### config.mk
export PLATFORM = sky130hd
export DESIGN_NAME = muldiv_unit
export DESIGN_NICKNAME = d
export VERILOG_FILES = /design/src/rtl/muldiv_pkg.sv /design/src/rtl/muldiv_prep.sv /design/src/rtl/muldiv_core.sv /design/src/rtl/muldiv_fix.sv /design/src/rtl/muldiv_unit.sv
export SDC_FILE = /design/constraint.sdc
export NUM_CORES = 1
export LEC_CHECK = 0
export BUFFER_PORTS_ARGS = -buffer_cell sky130_fd_sc_hd__buf_2
export CAP_MARGIN = 5
export CORE_MARGIN = 5
export CORE_UTILIZATION = 55
export DETAILED_ROUTE_END_ITERATION = 10
export GPL_TIMING_DRIVEN = 0
export PLACE_DENSITY = 0.78
export SYNTH_ARGS = -nofsm -noshare
export SYNTH_HDL_FRONTEND = slang
export SYNTH_SLANG_ARGS = --single-unit
### constraint.sdc
create_clock -name clk -period 5.39 [get_ports clk]
set_input_delay 1.078 -clock clk [delete_from_list [all_inputs] [get_ports clk]]
set_output_delay 1.078 -clock clk [all_outputs]
set_load 0.01 [all_outputs]
### src/rtl/muldiv_pkg.sv
// Shared types for the multiply/divide unit.
package muldiv_pkg;

    // Operation select; bit 1 = divide, bit 0 = signed.
    typedef enum logic [1:0] {
        OP_MULU = 2'b00,
        OP_MULS = 2'b01,
        OP_DIVU = 2'b10,
        OP_DIVS = 2'b11
    } md_op_e;

    // Control captured when an operation is accepted.
    typedef struct packed {
        logic neg_main;   // true product/quotient is negative
        logic neg_rem;    // remainder takes a negative sign
        logic is_div;     // divide rather than multiply
        logic is_signed;  // signed operation
        logic byte_w;     // 8-bit operand width
        logic negate;     // prefix-driven negation of the result
    } md_ctl_t;

endpackage

### src/rtl/muldiv_prep.sv
// Operand preparation: turns the selected operands into unsigned
// magnitudes and derives the sign of each result.
// Assumes W is even; byte mode uses the low W/2 bits of each operand,
// except the byte-mode dividend, which is the whole of acc_lo.
module muldiv_prep
    import muldiv_pkg::*;
#(
    parameter int W = 16
) (
    input  md_op_e          op,
    input  logic            byte_w,
    input  logic [W-1:0]    acc_lo,
    input  logic [W-1:0]    acc_hi,
    input  logic [W-1:0]    src,
    output logic [W-1:0]    mag_src,
    output logic [W-1:0]    mag_lo,
    output logic [W-1:0]    mag_hi,
    output logic            neg_main,
    output logic            neg_rem
);
    localparam int H = W / 2;

    logic           sgn;
    logic           is_div;
    logic           s_src, s_acc, s_dvd;
    logic [W-1:0]   src_ext, acc_ext, acc_mag;
    logic [2*W-1:0] dvd, dvd_mag;

    // Sign-extend (signed) or zero-extend (unsigned) narrow operands, then take magnitudes.
    always_comb begin
        sgn     = (op == OP_MULS) || (op == OP_DIVS);
        is_div  = (op == OP_DIVU) || (op == OP_DIVS);
        s_src   = sgn & (byte_w ? src[H-1] : src[W-1]);
        src_ext = byte_w ? {{H{src[H-1] & sgn}}, src[H-1:0]} : src;
        mag_src = s_src ? -src_ext : src_ext;
        s_acc   = sgn & (byte_w ? acc_lo[H-1] : acc_lo[W-1]);
        acc_ext = byte_w ? {{H{acc_lo[H-1] & sgn}}, acc_lo[H-1:0]} : acc_lo;
        acc_mag = s_acc ? -acc_ext : acc_ext;
        dvd     = byte_w ? {{W{acc_lo[W-1] & sgn}}, acc_lo} : {acc_hi, acc_lo};
        s_dvd   = sgn & dvd[2*W-1];
        dvd_mag = s_dvd ? -dvd : dvd;
    end

    // Route the magnitudes and signs for the selected operation class.
    always_comb begin
        if (is_div) begin
            mag_lo   = byte_w ? {{H{1'b0}}, dvd_mag[H-1:0]} : dvd_mag[W-1:0];
            mag_hi   = byte_w ? {{H{1'b0}}, dvd_mag[W-1:H]} : dvd_mag[2*W-1:W];
            neg_main = s_dvd ^ s_src;
            neg_rem  = s_dvd;
        end else begin
            mag_lo   = acc_mag;
            mag_hi   = '0;
            neg_main = s_acc ^ s_src;
            neg_rem  = 1'b0;
        end
    end

endmodule

### src/rtl/muldiv_core.sv
// Iterative unsigned engine: one operand bit per clock, MSB first.
// Multiply: shift-add into a 2W accumulator.
// Divide: restoring shift-subtract of the low dividend half into a
// remainder preloaded with the high half.
// Assumes is_div is held stable by the caller while running.
module muldiv_core #(
    parameter int W = 16
) (
    input  logic             clk,
    input  logic             rst_n,
    input  logic             load,
    input  logic             is_div,
    input  logic             byte_w,
    input  logic [W-1:0]     op_src,
    input  logic [W-1:0]     op_lo,
    input  logic [W-1:0]     op_hi,
    output logic             running,
    output logic             fin,
    output logic             pre_ovf,
    output logic [2*W-1:0]   prod,
    output logic [W-1:0]     quo,
    output logic [W-1:0]     rem
);
    localparam int H  = W / 2;
    localparam int IW = $clog2(W);

    logic [IW-1:0] idx;
    logic [W-1:0]  src_q, lo_q;
    logic          bit_in;
    logic [W:0]    trial;

    // Current operand bit and the trial partial remainder.
    always_comb begin
        bit_in = lo_q[idx];
        trial  = {rem, bit_in};
    end

    // Load operands, then step one bit per cycle until the index reaches zero.
    always_ff @(posedge clk) begin
        if (!rst_n) begin
            idx     <= '0;
            src_q   <= '0;
            lo_q    <= '0;
            rem     <= '0;
            quo     <= '0;
            prod    <= '0;
            pre_ovf <= 1'b0;
            running <= 1'b0;
            fin     <= 1'b0;
        end else begin
            fin <= 1'b0;
            if (load) begin
                src_q   <= op_src;
                lo_q    <= op_lo;
                rem     <= op_hi;
                quo     <= '0;
                prod    <= '0;
                pre_ovf <= (op_hi >= op_src);
                idx     <= byte_w ? IW'(H-1) : IW'(W-1);
                running <= 1'b1;
            end else if (running) begin
                if (is_div) begin
                    if (trial >= {1'b0, src_q}) begin
                        rem <= W'(trial - {1'b0, src_q});
                        quo <= {quo[W-2:0], 1'b1};
                    end else begin
                        rem <= trial[W-1:0];
                        quo <= {quo[W-2:0], 1'b0};
                    end
                end else begin
                    prod <= {prod[2*W-2:0], 1'b0}
                          + (bit_in ? {{W{1'b0}}, src_q} : {2*W{1'b0}});
                end
                if (idx == '0) begin
                    running <= 1'b0;
                    fin     <= 1'b1;
                end else begin
                    idx <= idx - 1'b1;
                end
            end
        end
    end


    fin_pulse_chk: assert property (@(posedge clk) disable iff (!rst_n)
        fin |=> !fin);


    last_step_chk: assert property (@(posedge clk) disable iff (!rst_n)
        (running && !load && idx == '0) |=> (fin && !running));


    rem_bound_chk: assert property (@(posedge clk) disable iff (!rst_n)
        (running && is_div && !pre_ovf) |-> (rem < src_q));

endmodule

### src/rtl/muldiv_fix.sv
// Result fix-up: applies signs and prefix negation, detects divide
// errors and the wide-product flag, and lays results out as new
// low/high accumulator values.
// Assumes its inputs are the registered engine outputs and captured control.
module muldiv_fix
    import muldiv_pkg::*;
#(
    parameter int W = 16
) (
    input  md_ctl_t          ctl,
    input  logic [2*W-1:0]   prod,
    input  logic [W-1:0]     quo,
    input  logic [W-1:0]     rem,
    input  logic             pre_ovf,
    input  logic [W-1:0]     lat_lo,
    input  logic [W-1:0]     lat_hi,
    output logic [W-1:0]     new_lo,
    output logic [W-1:0]     new_hi,
    output logic             err,
    output logic             ovf
);
    localparam int H = W / 2;

    logic [2*W-1:0] true_p, out_p;
    logic [W-1:0]   lim_base, q_lim, q_fin, r_fin;
    logic           ovf_u, ovf_s, q_bad;

    // Signed product and prefix-negated product; upper-half significance.
    always_comb begin
        true_p = ctl.neg_main ? -prod : prod;
        out_p  = (ctl.neg_main ^ ctl.negate) ? -prod : prod;
        ovf_u  = ctl.byte_w ? (|true_p[W-1:H]) : (|true_p[2*W-1:W]);
        ovf_s  = ctl.byte_w ? (true_p[W-1:H] != {H{true_p[H-1]}})
                            : (true_p[2*W-1:W] != {W{true_p[W-1]}});
    end

    // Signed quotient range, then signed/negated quotient and remainder.
    always_comb begin
        lim_base = ctl.byte_w ? (W'(1) << (H-1)) : (W'(1) << (W-1));
        q_lim    = lim_base - {{(W-1){1'b0}}, ~ctl.neg_main};
        q_bad    = ctl.is_signed & (quo > q_lim);
        err      = ctl.is_div & (pre_ovf | q_bad);
        q_fin    = (ctl.is_signed & (ctl.neg_main ^ ctl.negate)) ? -quo : quo;
        r_fin    = ctl.neg_rem ? -rem : rem;
    end

    // Lay out the new accumulator values for each operation class.
    always_comb begin
        if (!ctl.is_div) begin
            ovf    = ctl.is_signed ? ovf_s : ovf_u;
            new_lo = out_p[W-1:0];
            new_hi = ctl.byte_w ? lat_hi : out_p[2*W-1:W];
        end else begin
            ovf = 1'b0;
            if (err) begin
                new_lo = lat_lo;
                new_hi = lat_hi;
            end else if (ctl.byte_w) begin
                new_lo = {r_fin[H-1:0], q_fin[H-1:0]};
                new_hi = lat_hi;
            end else begin
                new_lo = q_fin;
                new_hi = r_fin;
            end
        end
    end

endmodule

### src/rtl/muldiv_unit.sv
// Top of the multiply/divide unit. Accepts a start when idle and
// captures operands, width and the repeat-prefix negate control. It
// runs the iterative engine and registers the fixed-up accumulator
// values with a one-cycle done pulse.
// Assumes the caller writes res_lo/res_hi back only while done is high.
module muldiv_unit
    import muldiv_pkg::*;
#(
    parameter int W = 16
) (
    input  logic         clk,
    input  logic         rst_n,
    input  logic         start,
    input  logic [1:0]   op,
    input  logic         byte_mode,
    input  logic [1:0]   rep_mode,
    input  logic [W-1:0] acc_lo,
    input  logic [W-1:0] acc_hi,
    input  logic [W-1:0] src,
    output logic         busy,
    output logic         done,
    output logic         div_err,
    output logic         wide_ovf,
    output logic [W-1:0] res_lo,
    output logic [W-1:0] res_hi
);
    md_ctl_t        ctl_q;
    logic [W-1:0]   lat_lo, lat_hi;
    logic [W-1:0]   mag_src, mag_lo, mag_hi;
    logic           neg_main, neg_rem;
    logic           accept, running, fin, pre_ovf;
    logic [2*W-1:0] prod;
    logic [W-1:0]   quo, rem;
    logic [W-1:0]   new_lo, new_hi;
    logic           err, ovf;

    // Busy spans the engine run plus its finishing cycle; accept only when idle.
    always_comb begin
        busy   = running | fin;
        accept = start & ~busy;
    end

    muldiv_prep #(.W(W)) u_prep (
        .op       (md_op_e'(op)),
        .byte_w   (byte_mode),
        .acc_lo   (acc_lo),
        .acc_hi   (acc_hi),
        .src      (src),
        .mag_src  (mag_src),
        .mag_lo   (mag_lo),
        .mag_hi   (mag_hi),
        .neg_main (neg_main),
        .neg_rem  (neg_rem)
    );

    // Capture control, including the prefix, and original accumulators on accept.
    always_ff @(posedge clk) begin
        if (!rst_n) begin
            ctl_q  <= '0;
            lat_lo <= '0;
            lat_hi <= '0;
        end else if (accept) begin
            ctl_q  <= '{neg_main:  neg_main,
                        neg_rem:   neg_rem,
                        is_div:    op[1],
                        is_signed: op[0],
                        byte_w:    byte_mode,
                        negate:    |rep_mode};
            lat_lo <= acc_lo;
            lat_hi <= acc_hi;
        end
    end

    muldiv_core #(.W(W)) u_core (
        .clk     (clk),
        .rst_n   (rst_n),
        .load    (accept),
        .is_div  (ctl_q.is_div),
        .byte_w  (byte_mode),
        .op_src  (mag_src),
        .op_lo   (mag_lo),
        .op_hi   (mag_hi),
        .running (running),
        .fin     (fin),
        .pre_ovf (pre_ovf),
        .prod    (prod),
        .quo     (quo),
        .rem     (rem)
    );

    muldiv_fix #(.W(W)) u_fix (
        .ctl     (ctl_q),
        .prod    (prod),
        .quo     (quo),
        .rem     (rem),
        .pre_ovf (pre_ovf),
        .lat_lo  (lat_lo),
        .lat_hi  (lat_hi),
        .new_lo  (new_lo),
        .new_hi  (new_hi),
        .err     (err),
        .ovf     (ovf)
    );

    // Register results and flags when the engine finishes.
    always_ff @(posedge clk) begin
        if (!rst_n) begin
            done     <= 1'b0;
            div_err  <= 1'b0;
            wide_ovf <= 1'b0;
            res_lo   <= '0;
            res_hi   <= '0;
        end else begin
            done    <= fin;
            div_err <= fin & err;
            if (fin) begin
                wide_ovf <= ovf;
                res_lo   <= new_lo;
                res_hi   <= new_hi;
            end
        end
    end


    done_pulse_chk: assert property (@(posedge clk) disable iff (!rst_n)
        done |=> !done);


    res_hold_chk: assert property (@(posedge clk) disable iff (!rst_n)
        !done |-> ($stable(res_lo) && $stable(res_hi) && $stable(wide_ovf)));


    busy_start_ignored_chk: assert property (@(posedge clk) disable iff (!rst_n)
        (start && busy) |=> ($stable(lat_lo) && $stable(lat_hi)));


    err_with_done_chk: assert property (@(posedge clk) disable iff (!rst_n)
        div_err |-> done);


    err_keeps_acc_chk: assert property (@(posedge clk) disable iff (!rst_n)
        div_err |-> (res_lo == lat_lo && res_hi == lat_hi));


    negate_hold_chk: assert property (@(posedge clk) disable iff (!rst_n)
        busy |=> $stable(ctl_q.negate));

endmodule

==> results.txt, run 1 <==
The count of cells along the worst register-to-register path came out at 15. The slew at the pin with the worst max-slew slack came out at 1.24 ns. The routed layout has 14400 vias.

The tools report the HPWL after detailed placement as 37800 um. The cell with the most instances after synthesis was sky130_fd_sc_hd__nand2_1. Once routing completed, OpenROAD measured the worst setup slack at 0.327 ns. The run gives 27400 um2 as the area of the die.

The worst flop-to-flop path startpoint was ctl_q[5]. In this run, CTS created clock tree buffers numbering 17. The tools report the nature of the critical path startpoint as a register. For this design the total switching power over the nets is 0.00149 W. The post-synthesis area per instance came out at 7.26 um2. The post-CTS clock slew at the launch and capture registers of the worst setup and hold paths came out at 0.08 ns. Sorting the synthesized cells by area gives the leading types as sky130_fd_sc_hd__dfxtp_1, sky130_fd_sc_hd__nand2_1, sky130_fd_sc_hd__ha_1, sky130_fd_sc_hd__a21oi_1, sky130_fd_sc_hd__xnor2_1. The critical path start-end classification is register to register. The class of the worst hold path was register to register. During placement, the flow inserted port buffers numbering 79. Dividing total power by cell area gives a power density of 273 nW/um2.

Width of the die: 165 um. The share of async-settable or async-resettable flops after synthesis is 0, and the number of register bits inferred by synthesis is 175. Sequential fraction of the synthesis area: 0.264. The synthesized design contains 0 enable-type register cells. After routing, the total negative slack on setup checks comes to 0 ns. The weighted congestion at the end of routability-driven global placement was 1.04. On the worst path, the slowest cell contributes a delay of 0.54 ns.

The CTS root buffer was sky130_fd_sc_hd__clkbuf_16. 92 I/O pins were placed. The area of all placed cells without fillers is 14800 um2, and the number of max-cap violations is 0. The number of warning messages in the yosys log was 0.

The wire length of the first global-routing pass is 74100 um, and the timing-limited maximum frequency is 198 MHz. For the worst setup path, the data required time is 5.72 ns. Setup repair after global routing left no endpoint under its margin.

The proportion of total power due to net switching is 0.370, and the post-detailed-route wirelength per cell is 21.4 um. The core area is 23600 um2, and the number of antenna diodes is 0. The effective utilization at floorplan was 0.563; the largest fanout on the critical path was 11. The worst hold path terminates at res_hi[4]. The placed instance area is 14100 um2. The critical register-to-register path endpoint was res_hi[3]. The post-cts hold buffer count came out at 0. The critical path contains buffers and inverters numbering 5 combined. Counting instances, the worst hold path has a depth of 2.

Data on the critical path arrives at its endpoint at 5.39 ns. The number of placed instances, taps included, is 2228. The area share of the largest cell type after synthesis is 0.264. Hold path startpoint: res_hi[4]. TritonCTS built the clock tree. The flow ran to the end, and the final reports show no timing, DRC or antenna violations. Counting stages on the worst path, the most repeated cell is sky130_fd_sc_hd__clkbuf_1. The max-slew headroom at the worst pin was 0.166; the largest net degree at the start of global routing was 20.

The share of cells above drive strength 1 came out at 0.0722. The part of the cycle the worst path needs is 0.939. The count of final setup violators came out at 0. The run gives 48400 um as the post-detailed-routing wire length. The critical path goes through clkbuf_1 -> clkinv_1 -> clkbuf_1 -> ha_1 -> inv_1 -> ha_1 -> nand4_1 -> or3_1 -> o31ai_1 -> a31oi_2 -> nor2_2 -> clkbuf_1 -> nand3_1 -> o221ai_1 -> nand2_1. For this block, the initial DRC count from the detailed router was 1536.

The clock drives 175 sinks. Counting distinct cell types in the post-synthesis netlist gives 77. After floorplanning, the core was divided into 56 placement rows.

The tools report the leakage dissipation as 5.92 nW. The post-detailed-route count of antenna-violating nets is 0. Cell taking the most area after synthesis: sky130_fd_sc_hd__dfxtp_1. The cell count after synthesis came out at 1830. The run gives 0 as the sum of overflow across all layers after global routing.

Summing every instance area after synthesis gives 13300 um2. In the final design database the tool counted 2056 nets. The run gives 0 as the number of remaining DRC errors. The via count of the first global-routing pass came out at 13400. The placement-stage worst setup slack is 0.195 ns, and the count of endpoints failing hold in the final timing report is 0. The area added between synthesis and finish is 11.0%. Element type at the critical path end: a register.

The cell family contributing the most delay on the critical path is buffers and inverters. Dividing the detail-routed via count by the number of cells gives 6.39. The number of search-and-repair iterations in the first detailed-routing pass is 6, and the internal power is 0.00253 W. The number of buffers on the longest clock path is 2. The initial antenna violation count is 0. The count of cells in the finished layout, fillers not included, comes to 2258.

The number of nets in the synthesized netlist is 1960. The final count of pins violating max slew was 0; the combinational cell fraction of total power was 0.293. The die is 165 um tall.

The H-tree was split into 4 levels. IR analysis of the VDD net gives a maximum drop of 0.205 mV. The relative contribution of the clock network to total power is 0.352, and the total routing resource utilization after global routing is 0.349. Leading register cell type out of synthesis: sky130_fd_sc_hd__dfxtp_1. The proportion of power drawn by flip-flops and latches is 0.356, and the later-pin clock latency in the skew report is 0.46 ns.

The slack of the worst reg-to-reg path was 0.33 ns; the final period demand of the worst path was 5.06 ns. The largest individual stage delay along the critical path comes from the cell sky130_fd_sc_hd__dfxtp_1. The worst clock skew was 0.0226 ns. Sorting the synthesized cells by how often they occur yields sky130_fd_sc_hd__nand2_1, sky130_fd_sc_hd__dfxtp_1, sky130_fd_sc_hd__nor2_1, sky130_fd_sc_hd__a21oi_1, sky130_fd_sc_hd__o21ai_0.
==> power by group through the flow <==
| stage | combinational [W] | sequential (W) | clock (W) |
|---|---|---|---|
| floorplan | 0.000813 | 0.00142 | 0 |
| global placement | 0.00113 | 0.00145 | 0 |
| detailed placement | 0.00114 | 0.00145 | 0 |
| CTS | 0.00115 | 0.00142 | 0.00141 |
| global route | 0.00127 | 0.00143 | 0.00146 |
| finish | 0.00118 | 0.00143 | 0.00141 |
==> worst reg2reg max path: cells and delay by family, from the launching register on <==
family | cells | cell delay [ns]
compound gates | 3 | 0.80
fa+ha+maj | 2 | 0.50
buf+inv | 5 | 1.83
flops | 1 | 0.54
simple gates | 5 | 1.29
==> state kept, by name (all words and copies together), names as in the netlist <==
signal          cells
done                1
lat_lo             16
div_err             1
u_core.prod        32
lat_hi             16
u_core.rem         16
ctl_q               6
u_core.running      1
u_core.pre_ovf      1
u_core.src_q       16
wide_ovf            1
u_core.lo_q        15
u_core.idx          4
res_lo             16
u_core.fin          1
res_hi             16
u_core.quo         16
==> worst max path at each step <==
stage | from | end | slack, ns | cells after the start
global placement | acc_lo[2] | u_core.pre_ovf | 0.21 | 18
floorplan | acc_lo[2] | u_core.pre_ovf | 1.16 | 14
finish | ctl_q[5] | res_hi[3] | 0.33 | 15
global route | ctl_q[5] | res_hi[3] | 0.05 | 15
detailed placement | byte_mode | u_core.pre_ovf | 0.20 | 14
CTS | ctl_q[5] | res_hi[7] | 0.31 | 16
==> metrics by stage <==
step	power (W)	hold slack [ns]	util
after floorplan	0.00224	0.433	-
after global placement	0.00258	0.432	0.597
after detailed placement	0.00259	0.434	0.597
after CTS	0.00398	0.448	0.625
after global routing	0.00417	0.467	0.625
final	0.00402	0.443	0.625
==> metal layers <==
layer	vias up	GRT usage	wire [um]
met3	170	0.0608	4210
met5	-	0	0
met2	769	0.581	22100
met4	0	0.141	2260
li1	6719	-	-
met1	6775	0.449	19900
==> layout by cell type, fill, tap and decap left out, drive strengths merged, types with 10 or more instances in the layout <==
master	count
nor2	173
nor2b	18
o22ai	10
a31oi	24
nor4	22
nand3	37
a21o	20
nand2	285
and2	13
a21oi	159
clkbuf	127
dfxtp	175
or3	18
o31ai	19
mux2i	24
o211ai	13
a211oi	29
nand2b	18
buf	94
o21ai	134
o21a	11
o221ai	10
xnor2	80
xor2	69
nor3	41
ha	72
o41ai	12
inv	65
nand4	18
==> cell type report <==
cell class | instances | area, um2
well taps | 319 | 399
clock buffers | 17 | 425
repair buffers | 79 | 395
plain buffers | 125 | 478
fillers | 2233 | 8860
multi-input cells | 1467 | 9080
inverters | 61 | 229
flip-flops and latches | 175 | 3500
clock inverters | 15 | 238
==> logic make-up (layout without fill, tap and decap cells) <==
kind of cell	count (synthesis)	in the layout	synth area share
DFF	175	175	0.264
xor gates and xnor gates	149	149	0.0982
AOI/OAI and AO/OA	527	527	0.249
muxes	34	34	0.0308
and+or+nand+nor	683	683	0.234
adders and majority gates	74	74	0.0708
buffers and inverters	188	297	0.0537
==> timing repair <==
action                                  4_1_cts  5_1_grt
endpoints found under the setup margin        0       21
setup buffers                                 0        0
resized for setup                             0        2
(Power assumes the default switching activity.)
==> inputs of run 2 (changes only) <==
- CORE_MARGIN: 5 -> 4
- CORE_UTILIZATION: 55 -> 40
- PLACE_DENSITY: 0.78 -> 0.61
==> run 2 against run 1 <==
  * Utilization is 17 points lower
  * Critical path type unchanged
  * Design area is 0.41% higher
  * Register-to-register slack worse by 0.04 ns
  * Clock skew is 0.011 ns lower
  * Critical endpoint is now res_hi[11]
  * Die area is 32% higher
  * Combinational power hardly changed
  * Sequential power hardly changed
  * Power is 4.5% lower
  * Non-clock buffer count stayed put
  * Largest power group unchanged
==> results.txt, run 2 (synthesized netlist as in run 1, its figures left out) <==
The run finished with clean final reports. The count of final setup violators is 0 (unchanged). The aggregate negative setup slack is 0 ns (unchanged), and the worst-case setup margin in the final layout is 0.289 ns (was 0.327 ns).

For the count of clock tree sinks, the log shows 175 (unchanged). The floorplan die height is 190 um (was 165 um), and the cell depth of the worst hold path is 2 (unchanged). Depth of the CTS H-tree: 4 (unchanged). The most frequent standard cell in the layout excluding fill and tap cells is sky130_fd_sc_hd__nand2_1 (unchanged). The later-pin clock latency in the skew report was 0.45 ns (was 0.46 ns); the largest net degree at the start of global routing was 19 (was 20). The logs give 0.221 mV (was 0.205 mV) for the maximum resistive drop on vdd and 2 (unchanged) for the number of buffers on the longest clock path. The share of cells above drive strength 1 was 0.0722 (unchanged); the max-slew headroom at the worst pin was 0.282 (was 0.166). The number of antenna diodes is 0 (unchanged), and the area added between synthesis and finish is 11.4% (was 11.0%). The via count of the first global-routing pass was 12900 (was 13400). The tools report the worst flop-to-flop path startpoint as ctl_q[5] (unchanged). Wire length of the first global-routing pass: 77000 um (was 74100 um). The total routing resource utilization after global routing was 0.272 (was 0.349). The part of the cycle the worst path needs works out to 0.946 (was 0.939). The post-detailed-route count of antenna-violating nets was 0 (unchanged); the slack of the worst reg-to-reg path was 0.29 ns (was 0.33 ns). The worst clock skew was 0.0120 ns (was 0.0226 ns); the worst path required time was 5.71 ns (was 5.72 ns).

The number of flip-flops under the largest register name works out to 32 (unchanged). Highest cell delay on the worst timing path: 0.60 ns (was 0.54 ns). Nature of the critical path startpoint: a register (unchanged).

For the core area, the log shows 32600 um2 (was 23600 um2). The number of top-level pins came out at 92 (unchanged). The via total after detailed routing came out at 14100 (was 14400). Commonest non-fill, non-tap cells in the layout: sky130_fd_sc_hd__nand2_1, sky130_fd_sc_hd__dfxtp_1, sky130_fd_sc_hd__nor2_1 (unchanged). The run gives 0 (unchanged) as the post-cts hold buffer count. For the standard-cell row count, the log shows 66 (was 56).

TritonCTS built the clock tree. Layout net count: 2056 (unchanged). Hold path startpoint: res_hi[8] (was res_hi[4]). The critical path arrival is 5.42 ns (was 5.39 ns), and the number of remaining DRC errors is 0 (unchanged).

The sum of overflow across all layers after global routing is 0 (unchanged), and the number of buffers inserted by port buffering is 79 (unchanged). The tools report the sink of the worst hold path as res_hi[8] (was res_hi[4]). The element type at the critical path end is a register (unchanged). The run gives 196 MHz (was 198 MHz) as the timing-limited maximum frequency.

Count of cells along the worst register-to-register path: 14 (was 15). The number of CTS-inserted buffers is 17 (unchanged), and the largest fanout on the critical path is 11 (unchanged). The logs give 40400 um (was 37800 um) for the HPWL after detailed placement and 0 (unchanged) for the final count of pins violating max slew. The number of search-and-repair iterations in the first detailed-routing pass came out at 8 (was 6).

Critical register-to-register path endpoint: res_hi[11] (was res_hi[3]). Critical path start-end classification: register to register (unchanged). For the initial antenna violation count, the log shows 0 (unchanged). The count of endpoints failing hold in the final timing report was 0 (unchanged). The number of max-cap violations is 0 (unchanged). The post-CTS clock slew at the launch and capture registers of the worst setup and hold paths is 0.08 ns (about the same), and the total power density per cell area is 259 nW/um2 (was 273 nW/um2). The buffers inserted during post-CTS setup optimization was 0 (unchanged).

Class of the worst hold path: register to register (unchanged). The placement-stage worst setup slack was 0.0957 ns (was 0.195 ns); the effective utilization at floorplan was 0.408 (was 0.563). The worst setup path startpoint was ctl_q[5] (unchanged). Setup repair after global routing left no endpoint under its margin. The post-detailed-route wirelength per cell works out to 21.2 um (was 21.4 um). The leakage dissipation is 5.88 nW (was 5.92 nW), and the final period demand of the worst path is 5.10 ns (was 5.06 ns). The slew at the pin with the worst max-slew slack was 1.07 ns (was 1.24 ns); the number of DRC markers after the initial detailed-route iteration was 1314 (was 1536). Ordered cell list for the critical path: clkbuf_1 -> clkinv_1 -> clkbuf_1 -> ha_1 -> inv_1 -> ha_1 -> nand4_1 -> or3_1 -> o31ai_1 -> a31oi_2 -> nor2_2 -> o21ai_0 -> a222oi_1 -> a21oi_1 (was clkbuf_1 -> clkinv_1 -> clkbuf_1 -> ha_1 -> inv_1 -> ha_1 -> nand4_1 -> or3_1 -> o31ai_1 -> a31oi_2 -> nor2_2 -> clkbuf_1 -> nand3_1 -> o221ai_1 -> nand2_1).

The tools report the CTS root buffer as sky130_fd_sc_hd__clkbuf_16 (unchanged). The logs give 36200 um2 (was 27400 um2) for the area of the die and 0.988 (was 1.04) for the weighted congestion at the end of routability-driven global placement. The post-detailed-routing wire length was 50400 um (was 48400 um); the via density per instance was 5.91 (was 6.39). The width of the die works out to 190 um (was 165 um). The master of the slowest instance on the critical path is sky130_fd_sc_hd__a222oi_1 (was sky130_fd_sc_hd__dfxtp_1). The largest register by flop count was u_core.prod (unchanged).
run 2: changes by cell type in the layout (fill, tap and decap cells not counted):
cell                        delta
sky130_fd_sc_hd__clkbuf_2      +1
sky130_fd_sc_hd__clkinv_4      +2
sky130_fd_sc_hd__bufinv_16     -3
sky130_fd_sc_hd__clkinv_2      +1
sky130_fd_sc_hd__clkinv_8      -3
sky130_fd_sc_hd__inv_6         +2
run 2: worst max-delay path, delay by kind of cell, from the launching register on:
| family | cells | cell delay [ns] |
|---|---|---|
| AO/OA/AOI/OAI | 5 | 1.47 |
| buffers and inverters | 4 | 1.47 |
| AND/OR/NAND/NOR | 3 | 0.95 |
| flip-flops | 1 | 0.56 |
| adder cells (fa/ha/maj) | 2 | 0.51 |
run 2: metal layers:
layer	vias up	share of wire	track usage
met5	-	0	0
met4	0	0.036	0.0859
met1	6661	0.44	0.372
met2	620	0.45	0.446
li1	6697	-	-
met3	94	0.071	0.0373
run 2: area by class of cell:
type / count / area [um2]
Buffer: 125 / 479
Sequential cell: 175 / 3500
Clock inverter: 14 / 139
Tap cell: 442 / 553
Inverter: 61 / 229
Fill cell: 3415 / 17800
Multi-Input combinational cell: 1467 / 9080
Timing Repair Buffer: 79 / 395
Clock buffer: 18 / 429
run 2: how the worst max path moves through the flow:
stage | to | slack, ns | cells after the start
after global routing | res_hi[12] | 0.002 | 16
after detailed placement | res_hi[0] | 0.1 | 15
after global placement | u_core.pre_ovf | 0.11 | 18
final | res_hi[11] | 0.29 | 14
after floorplan | u_core.pre_ovf | 1.16 | 14
after CTS | res_hi[0] | 0.06 | 15
run 2: stage by stage:
step	cells	area [um2]	power [W]	utilization	hold slack [ns]
floorplan	1830	13300	0.00224	-	0.433
global placement	2351	14200	0.00260	0.437	0.430
detailed placement	2351	14200	0.00261	0.437	0.431
CTS	2383	14800	0.00383	0.454	0.442
global route	2381	14800	0.00402	0.454	0.472
finish	2381	14800	0.00384	0.454	0.437
run 2: timing repair:
item                       in CTS  in global routing
hold endpoints to repair        0                  0
gates resized for setup         0                  4
setup endpoints to repair       0                 38
run 2: power by group:
| part | internal, W | switching (W) | leakage, nW |
|---|---|---|---|
| Clock | 0.000617 | 0.000613 | 0.282 |
| Sequential | 0.00136 | 0.0000722 | 1.43 |
| Combinational | 0.000409 | 0.000770 | 4.17 |
| Total | 0.00238 | 0.00146 | 5.88 |
